`src/rtl/rwin_pkg.sv`:
```
package rwin_pkg;

    localparam int unsigned ADDR_W = 16;
    localparam int unsigned DATA_W = 16;
    localparam int unsigned LANE_W = 8;
    localparam int unsigned LANES  = DATA_W / LANE_W;
    localparam int unsigned IDX_W  = 5;
    localparam int unsigned WAIT_W = 2;

    typedef enum logic [1:0] {
        WIN_NONE   = 2'd0,
        WIN_STATUS = 2'd1,
        WIN_ETH    = 2'd2,
        WIN_AUX    = 2'd3
    } win_kind_e;

    typedef struct packed {
        win_kind_e         kind;
        logic              swap;
        logic              data_port;
        logic [IDX_W-1:0]  idx;
    } win_dec_t;

    typedef struct packed {
        logic              rsp_valid;
        logic              cs_eth;
        logic              cs_aux;
        logic              swap_en;
        logic [IDX_W-1:0]  reg_idx;
        logic [WAIT_W-1:0] wait_cnt;
        logic [DATA_W-1:0] per_wdata;
        logic [DATA_W-1:0] rdata;
    } rsp_state_t;

endpackage

```
`src/rtl/rwin_classify.sv`:
```
module rwin_classify
    import rwin_pkg::*;
(
    input  logic [ADDR_W-1:0] addr,
    input  logic              is_word,
    output win_dec_t          dec
);
    logic status_hit;
    logic periph_hit;
    logic unused_bits;

    // Status mirror pattern: bit15=0, bit11=0, low seven bits = 7'h40
    assign status_hit = (addr[15] == 1'b0) && (addr[11] == 1'b0) &&
                        (addr[6:0] == 7'h40);

    // Peripheral windows: top two bits zero and bit 11 set.
    // bit13 picks the module, bit12 set means straight (no swap).
    assign periph_hit = (addr[15:14] == 2'b00) && addr[11] && is_word;

    assign unused_bits = ^addr[10:8];

    always_comb begin
        dec           = '0;
        dec.kind      = WIN_NONE;
        if (status_hit) begin
            dec.kind = WIN_STATUS;
        end else if (periph_hit) begin
            dec.kind      = addr[13] ? WIN_AUX : WIN_ETH;
            dec.swap      = ~addr[12];
            dec.data_port = ~addr[13] & addr[7];
            dec.idx       = addr[6:2];
        end
    end

    always_comb begin
        assert (!(status_hit && periph_hit))
            else $error("p_windows_disjoint_r9: status and peripheral overlap");
    end
endmodule

```
`src/rtl/rwin_lane_swap.sv`:
```
module rwin_lane_swap
    import rwin_pkg::*;
(
    input  logic              en,
    input  logic [DATA_W-1:0] din,
    output logic [DATA_W-1:0] dout
);
    logic [DATA_W-1:0] swapped;

    for (genvar g = 0; g < LANES; g++) begin : g_lane
        assign swapped[g*LANE_W +: LANE_W] = din[(LANES-1-g)*LANE_W +: LANE_W];
    end

    assign dout = en ? swapped : din;
endmodule

```
`src/rtl/rwin_status_fmt.sv`:
```
module rwin_status_fmt
    import rwin_pkg::*;
(
    input  logic              irq,
    input  logic              is_word,
    output logic [DATA_W-1:0] val
);
    localparam int unsigned WORD_BIT = DATA_W - 1;
    localparam int unsigned BYTE_BIT = LANE_W - 1;

    always_comb begin
        val = '0;
        if (is_word) begin
            val[WORD_BIT] = irq;
        end else begin
            val[BYTE_BIT] = irq;
        end
    end
endmodule

```
`src/rtl/rwin_decoder.sv`:
```
module rwin_decoder
    import rwin_pkg::*;
#(
    parameter int unsigned REG_WAIT   = 1,
    parameter int unsigned DPORT_WAIT = 0,
    parameter int unsigned AUX_WAIT   = 1,
    parameter int unsigned DATA_IDX   = 16
) (
    input  logic              clk,
    input  logic              rst_n,
    input  logic              req_valid,
    input  logic [15:0]       req_addr,
    input  logic              req_word,
    input  logic              req_wr,
    input  logic [15:0]       req_wdata,
    input  logic              eth_irq,
    input  logic [15:0]       per_rdata,
    output logic              rsp_valid,
    output logic              cs_eth,
    output logic              cs_aux,
    output logic              swap_en,
    output logic [4:0]        reg_idx,
    output logic [1:0]        wait_cnt,
    output logic [15:0]       per_wdata,
    output logic [15:0]       rdata
);
    localparam logic [WAIT_W-1:0] REG_WAIT_V   = WAIT_W'(REG_WAIT);
    localparam logic [WAIT_W-1:0] DPORT_WAIT_V = WAIT_W'(DPORT_WAIT);
    localparam logic [WAIT_W-1:0] AUX_WAIT_V   = WAIT_W'(AUX_WAIT);
    localparam logic [IDX_W-1:0]  DATA_IDX_V   = IDX_W'(DATA_IDX);

    win_dec_t          dec;
    logic [DATA_W-1:0] status_val;
    logic [DATA_W-1:0] wdata_lane;
    logic [DATA_W-1:0] rdata_lane;
    rsp_state_t        st_d;
    rsp_state_t        st_q;

    rwin_classify u_classify (
        .addr    (req_addr),
        .is_word (req_word),
        .dec     (dec)
    );

    rwin_status_fmt u_status (
        .irq     (eth_irq),
        .is_word (req_word),
        .val     (status_val)
    );

    rwin_lane_swap u_wswap (
        .en   (dec.swap),
        .din  (req_wdata),
        .dout (wdata_lane)
    );

    rwin_lane_swap u_rswap (
        .en   (dec.swap),
        .din  (per_rdata),
        .dout (rdata_lane)
    );

    always_comb begin
        st_d = '0;
        if (req_valid) begin
            st_d.rsp_valid = 1'b1;
            unique case (dec.kind)
                WIN_STATUS: begin
                    if (!req_wr) begin
                        st_d.rdata = status_val;
                    end
                end
                WIN_ETH, WIN_AUX: begin
                    st_d.cs_eth  = (dec.kind == WIN_ETH);
                    st_d.cs_aux  = (dec.kind == WIN_AUX);
                    st_d.swap_en = dec.swap;
                    if (dec.kind == WIN_AUX) begin
                        st_d.reg_idx  = dec.idx;
                        st_d.wait_cnt = AUX_WAIT_V;
                    end else if (dec.data_port) begin
                        st_d.reg_idx  = DATA_IDX_V;
                        st_d.wait_cnt = DPORT_WAIT_V;
                    end else begin
                        st_d.reg_idx  = dec.idx;
                        st_d.wait_cnt = REG_WAIT_V;
                    end
                    if (req_wr) begin
                        st_d.per_wdata = wdata_lane;
                    end else begin
                        st_d.rdata = rdata_lane;
                    end
                end
                default: begin
                end
            endcase
        end
    end

    always_ff @(posedge clk or negedge rst_n) begin
        if (!rst_n) begin
            st_q <= '0;
        end else begin
            st_q <= st_d;
        end
    end

    assign rsp_valid = st_q.rsp_valid;
    assign cs_eth    = st_q.cs_eth;
    assign cs_aux    = st_q.cs_aux;
    assign swap_en   = st_q.swap_en;
    assign reg_idx   = st_q.reg_idx;
    assign wait_cnt  = st_q.wait_cnt;
    assign per_wdata = st_q.per_wdata;
    assign rdata     = st_q.rdata;

    p_rsp_follows_req_r11: assert property (@(posedge clk) disable iff (!rst_n)
        req_valid |=> rsp_valid);

    p_idle_quiet_r11: assert property (@(posedge clk) disable iff (!rst_n)
        !req_valid |=> (!rsp_valid && !cs_eth && !cs_aux && rdata == '0));

    p_one_select_r9: assert property (@(posedge clk) disable iff (!rst_n)
        $onehot0({cs_eth, cs_aux}));

    p_byte_no_select_r8: assert property (@(posedge clk) disable iff (!rst_n)
        (req_valid && !req_word) |=> (!cs_eth && !cs_aux));

    p_status_write_ignored_r3: assert property (@(posedge clk) disable iff (!rst_n)
        (req_valid && req_wr && !req_addr[15] && !req_addr[11] &&
         req_addr[6:0] == 7'h40) |=> (!cs_eth && !cs_aux && rdata == '0));

    p_status_word_bit_r1: assert property (@(posedge clk) disable iff (!rst_n)
        (req_valid && req_word && !req_wr && !req_addr[15] && !req_addr[11] &&
         req_addr[6:0] == 7'h40) |=> (rdata == {$past(eth_irq), 15'b0}));

    p_dataport_wait_r5: assert property (@(posedge clk) disable iff (!rst_n)
        (req_valid && req_word && req_addr[15:11] == 5'b00001 && req_addr[7])
        |=> (cs_eth && wait_cnt == DPORT_WAIT_V && reg_idx == DATA_IDX_V));

    p_swap_write_r10: assert property (@(posedge clk) disable iff (!rst_n)
        (req_valid && req_word && req_wr && req_addr[15:14] == 2'b00 &&
         req_addr[11] && !req_addr[12])
        |=> (swap_en && per_wdata == {$past(req_wdata[7:0]), $past(req_wdata[15:8])}));

    p_straight_read_r6: assert property (@(posedge clk) disable iff (!rst_n)
        (req_valid && req_word && !req_wr && req_addr[15:11] == 5'b00011)
        |=> (cs_eth && !swap_en && rdata == $past(per_rdata)));
endmodule

```
`config.mk`:
```
export PLATFORM = sky130hd
export DESIGN_NAME = rwin_decoder
export DESIGN_NICKNAME = d
export VERILOG_FILES = /design/src/rtl/rwin_pkg.sv /design/src/rtl/rwin_classify.sv /design/src/rtl/rwin_lane_swap.sv /design/src/rtl/rwin_status_fmt.sv /design/src/rtl/rwin_decoder.sv
export SDC_FILE = /design/constraint.sdc
export NUM_CORES = 1
export LEC_CHECK = 0
export BUFFER_PORTS_ARGS = -buffer_cell sky130_fd_sc_hd__buf_2
export CORE_ASPECT_RATIO = 0.7
export CORE_MARGIN = 2
export CORE_UTILIZATION = 40
export CTS_BUF_LIST = sky130_fd_sc_hd__clkbuf_16
export DETAILED_ROUTE_END_ITERATION = 12
export PLACE_DENSITY = 0.79
export SKIP_LAST_GASP = 1
export SYNTH_ARGS = -nofsm -noshare
export SYNTH_HDL_FRONTEND = slang
export SYNTH_SLANG_ARGS = --single-unit
```
`constraint.sdc`:
```
create_clock -name clk -period 0.9 [get_ports clk]
set_input_delay 0.225 -clock clk [delete_from_list [all_inputs] [get_ports clk]]
set_output_delay 0.225 -clock clk [all_outputs]
set_load 0.02 [all_outputs]
```
==> impl_metrics.yaml, run 1 <==
global_routing:
  grt_pass1_vias: 1459
  grt_pass1_wl_mm: 6.38
  overflow: 0
  grt_use_total_pct: 18.0
  grt_max_degree: 43
  antenna_found_initial: 0
setup_path:
  required_ns: 0.67
  critical_path_arrival_ns: 0.80
  cp-start-kind: "flop"
  path_cells: "buf_6"
  crit_path_max_incr_delay_ns: 0.39
  crit_type: "reg -> out"
  critPathLaunch: "rdata[0]"
  cp.buffers_inverters: 1
  path_max_fanout: 1
  crit_family: "flip-flops"
  cp_slowest_cell: "dfrtp_1"
  critPathCaptureType: "output pin"
synthesis:
  avgSynthCellArea_sq_um: 12.5
  synth_top_family_by_area: "multiplexers"
  synth_xor_area_share_pct: 0
  synth_area_leader_cell: "dfrtp_1"
  synth_warnings: 0
  syn-cell-area_sq_mm: 0.00173
  synth.net_count: 192
  synth_compound_area_share_pct: 0.723
  syn_inst: 138
  synth_commonest_cells: "dfrtp_1, nor2_1, mux2i_1"
  netlist.area_leader.share_pct: 60.7
  synth.most_common_cell: "dfrtp_1"
  synthFlopType: "dfrtp_1"
  synthTopCellsByArea: "dfrtp_1, mux2i_1, nor2_1, buf_4, and2_1"
  ys_ff_latch: 42
  synthMuxAreaShare_pct: 18.5
  async_flop_share_pct: 100
  ys_types: 22
  synth_enable_flop_cells: 0
  yosys.area_share.simple_pct: 16.3
  synth_fa_ha_area_share_pct: 0
  ys_seq_area_share_pct: 60.7
power:
  leakagePower_nw: 1.48
  peakVddDrop_uv: 1010
  p_sw_share_pct: 21.0
  internal_power_mw: 3.13
  p_clk_share_pct: 40.2
  p_switching_uw: 832
  power_frac_seq_pct: 48.2
  power_density_mw_per_mm2: 1460
  power_frac_comb_pct: 11.6
timing:
  setup_violations: 42
  setup_ws_ns: -0.121
  min_period_over_period_pct: 113
  max_freq_ghz: 0.979
  hold_viol_final: 0
  post-route-min-period_ns: 1.02
  rsz0062_at_grt: "yes"
  maxSlewViolCount: 0
  setup_tns_ns: -4.24
run_status:
  violations: "setup timing"
  status: "complete, but fails checks"
cts:
  htreeDepth: 2
  path_clk_slew_ns: 0.05
  cts_root_buf: "clkbuf_16"
  numClockSinks: 42
  cts_tree: "done"
  cts_buffers: 5
  clock_path_buffers: 2
place:
  preCtsSetupSlack_ns: -0.197
  io_buffer_count: 92
  placed_area_sq_mm: 0.00231
  place_hpwl_mm: 2.92
  place_congestion: 0.712
drt:
  first_iter_violations: 35
  firstDrtPassIters: 4
  wl_per_cell_microns: 13.3
  vias: 1352
  ant_nets: 0
  avgViaCountPerCell: 4.58
  drc: 0
  wirelength_mm: 3.92
finish:
  nFillCells: 306
  drive_above_1_share_pct: 46.9
  nNetsFinal: 297
  area_delta_synth_final_pct: 57.1
  num_antenna_cells: 0
  final_area_sq_mm: 0.00272
die:
  io_pins: 97
  dieWidth_microns: 82.6
  dieHeight_microns: 59.1
  initial_core_util_pct: 42.8
  die-area_sq_mm: 0.00488
  coreArea_sq_mm: 0.00404
  floorplan.rows: 19
job:
  maxCapViolCount: 0
worst_hold_path:
  hold_class: "in -> reg"
  hp-start: "req_addr[2]"
  min_to: "reg_idx[0]"
  holdPathStages: 2
[registers in the layout, summed over array words and instances, names as in the netlist]
register / count
per_wdata: 16
rdata: 16
reg_idx: 5
cs_aux: 1
cs_eth: 1
rsp_valid: 1
swap_en: 1
wait_cnt: 1
[metrics by stage]
step / power, mW / std cells / hold WS, ns / util, %
6_report: 3.97 / 295 / 0.179 / 67.3
5_1_grt: 4.17 / 295 / 0.191 / 67.3
4_1_cts: 4.04 / 295 / 0.172 / 67.3
3_5_place_dp: 2.39 / 287 / 0.215 / 57.3
3_3_place_gp: 2.38 / 287 / 0.210 / 57.3
2_1_floorplan: 2.14 / 138 / -0.0706 / -
[layout by cell type (no fill, tap or decap)]
cell type      count
nand4b_1           1
nor4_1             1
nor4b_1            1
nor2_1            36
dlygate4sd3_1      1
and2_4             1
buf_6             42
nand2_1            1
conb_1             1
buf_2             50
nand3_1            2
and4b_1            1
o22ai_1            2
inv_1              3
dfrtp_1           42
buf_4             10
nor2b_1            1
nand3_4            1
clkbuf_16          5
buf_12             2
nor2_4             1
mux2i_1           32
and2_1             4
nand4_4            1
and2b_4            1
[power by group through the flow]
stage	Clock, mW	Sequential (mW)	Combinational, mW
after floorplan	0	1.96	0.179
after global placement	0	1.94	0.437
after detailed placement	0	1.94	0.447
after CTS	1.66	1.91	0.468
after global routing	1.75	1.91	0.511
final	1.59	1.91	0.460
[kinds of logic after synthesis]
family,count (synthesis)
and+or+nand+nor,53
muxes,32
AOI/OAI and AO/OA,2
buffers and inverters,8
other,1
DFF,42
[per-layer routing]
| layer | global-route usage [%] | up-vias | wire (microns) |
|---|---|---|---|
| met4 | 7.03 | 0 | 29 |
| met3 | 8.08 | 4 | 361 |
| li1 | - | 669 | - |
| met1 | 19.4 | 628 | 1520 |
| met5 | 0 | - | 0 |
| met2 | 31.0 | 51 | 2010 |
[repair_timing]
action | CTS | global route
hold buffers | 1 | 0
gates cloned | 0 | 0
buffers inserted | 0 | 0
endpoints found under the hold margin | 42 | 0
resized for setup | 84 | 0
setup endpoints to repair | 42 | 42
[cell type report]
cell class                 count  area [sq um]  share of cell area, %
timing repair buffer         105           848                   31.2
sequential                    42          1050                   38.6
clock inverter                 2          7.51                  0.276
clock buffer                   5           125                   4.60
multi-input combinational     88           619                   22.8
inverter                       1          3.75                  0.138
tap                           52          65.1                   2.39
[how the worst max path moves through the flow]
stage,end,cells past startpoint
after floorplan,per_wdata[0],4
after global placement,per_wdata[0],4
after detailed placement,per_wdata[13],4
after CTS,rdata[0],1
after global routing,rdata[2],1
final,rdata[0],1
(Power assumes the default switching activity.)
==> inputs of run 2 (changes only) <==
==> constraint.sdc (replaced) <==
create_clock -name clk -period 1.15 [get_ports clk]
set_input_delay 0.23 -clock clk [delete_from_list [all_inputs] [get_ports clk]]
set_output_delay 0.23 -clock clk [all_outputs]
set_load 0.02 [all_outputs]
==> run 2 against run 1 <==
Effect of this change: the run now ends clean; die area stayed put; count of clock-buffer cells in the layout stayed put; clock power is 19% lower; wire length is 3.1% lower; core utilization is 8.3 points lower; critical endpoint is now reg_idx[0]; largest power group unchanged; highest routed layer unchanged.
==> impl_metrics.yaml, run 2 (synthesis results as in run 1) <==
timing:
  setup_ws_ns: 0.115
  hold_viol_final: 0
  min_period_over_period_pct: 90.0
  max_freq_ghz: 0.966
  maxSlewViolCount: 0
  setup_tns_ns: 0
  rsz0062_at_grt: "no"
  post-route-min-period_ns: 1.03
  timing.hold.ws_ns: 0.133
  setup_violations: 0
die:
  io_pins: 97
  die-area_sq_mm: 0.00488
  coreArea_sq_mm: 0.00404
  dieWidth_microns: 82.6
  dieHeight_microns: 59.1
  floorplan.rows: 19
  initial_core_util_pct: 42.8
drt:
  wl_met2_mm: 1.81
  routedLengthMet1_mm: 1.61
  top_layer: "met4"
  drc: 0
  first_iter_violations: 18
  vias: 1314
  wl_per_cell_microns: 13.3
  avgViaCountPerCell: 4.61
  ant_nets: 0
  wirelength_mm: 3.80
  firstDrtPassIters: 4
  wl_met3_microns: 348
run_status:
  status: "complete, no violations"
setup_path:
  cp-endpoint: "reg_idx[0]"
  required_ns: 0.92
  crit_family: "flip-flops"
  cp_slowest_cell: "dfrtp_1"
  path_max_fanout: 1
  critPathLaunch: "reg_idx[0]"
  cp.buffers_inverters: 1
  cp.depth: 1
  cp-start-kind: "flop"
  crit_type: "reg -> out"
  path_cells: "buf_2"
  crit_path_max_incr_delay_ns: 0.37
  critPathCaptureType: "output pin"
  critical_path_arrival_ns: 0.80
cts:
  numClockSinks: 42
  post_cts_resized: 0
  post_cts_buffers: 0
  htreeDepth: 2
  cts_root_buf: "clkbuf_16"
  cts_buffers: 5
  clock_path_buffers: 2
  path_clk_slew_ns: 0.05
  cts_tree: "done"
global_routing:
  grt_use_total_pct: 16.5
  antenna_found_initial: 0
  grt_max_degree: 43
  grt_pass1_wl_mm: 5.79
  grt_pass1_vias: 1302
  overflow: 0
place:
  preCtsSetupSlack_ns: 0.0200
  place_hpwl_mm: 2.79
  dp.cells: 277
  placed_area_sq_mm: 0.00224
  place_congestion: 0.698
  io_buffer_count: 92
power:
  power_density_mw_per_mm2: 1300
  peakVddDrop_uv: 939
  p_total_mw: 3.11
  leakagePower_nw: 1.40
finish:
  nFillCells: 366
  num_antenna_cells: 0
  post-route-util_pct: 59.0
  final_cell_mix: "buf_2, dfrtp_1, nor2_1"
  final_area_sq_mm: 0.00238
  nNetsFinal: 287
  drive_above_1_share_pct: 45.5
  fin_cells: 285
  area_delta_synth_final_pct: 37.7
  layout_commonest_cell: "buf_2"
worst_hold_path:
  hold_class: "in -> reg"
  hp-start: "req_addr[13]"
  holdPathStages: 2
job:
  maxCapViolCount: 0
## run 2: how the worst min path moves through the flow
stage                     end  slack [ns]
floorplan              cs_aux       -0.07
finish                 cs_eth        0.13
global route        rsp_valid        0.14
CTS                    cs_eth        0.13
global placement     rdata[3]        0.22
detailed placement   rdata[3]        0.22
## run 2: metal layers
| metal | vias up | GRT usage [%] |
|---|---|---|
| li1 | 647 | - |
| met1 | 615 | 18.9 |
| met2 | 50 | 27.3 |
| met3 | 2 | 7.47 |
| met4 | 0 | 6.32 |
| met5 | - | 0 |
## run 2: cell type report
cell class | count | area [sq um] | share of cell area, %
inverters | 1 | 3.75 | 0.157
well taps | 52 | 65.1 | 2.73
flip-flops and latches | 42 | 1050 | 44.1
clock buffers | 5 | 125 | 5.25
multi-input cells | 88 | 619 | 26.0
clock inverters | 2 | 10.0 | 0.420
repair buffers | 95 | 510 | 21.4
## run 2: what timing repair did
action / CTS / global route
endpoints found under the hold margin: 42 / 0
endpoints found under the setup margin: 0 / 0
hold buffers: 1 / 0
## run 2: report_power, final
group | switching [mW] | internal (mW)
logic | 0.171 | 0.153
registers | 0.00277 | 1.49
clock network | 0.508 | 0.782
total | 0.681 | 2.43
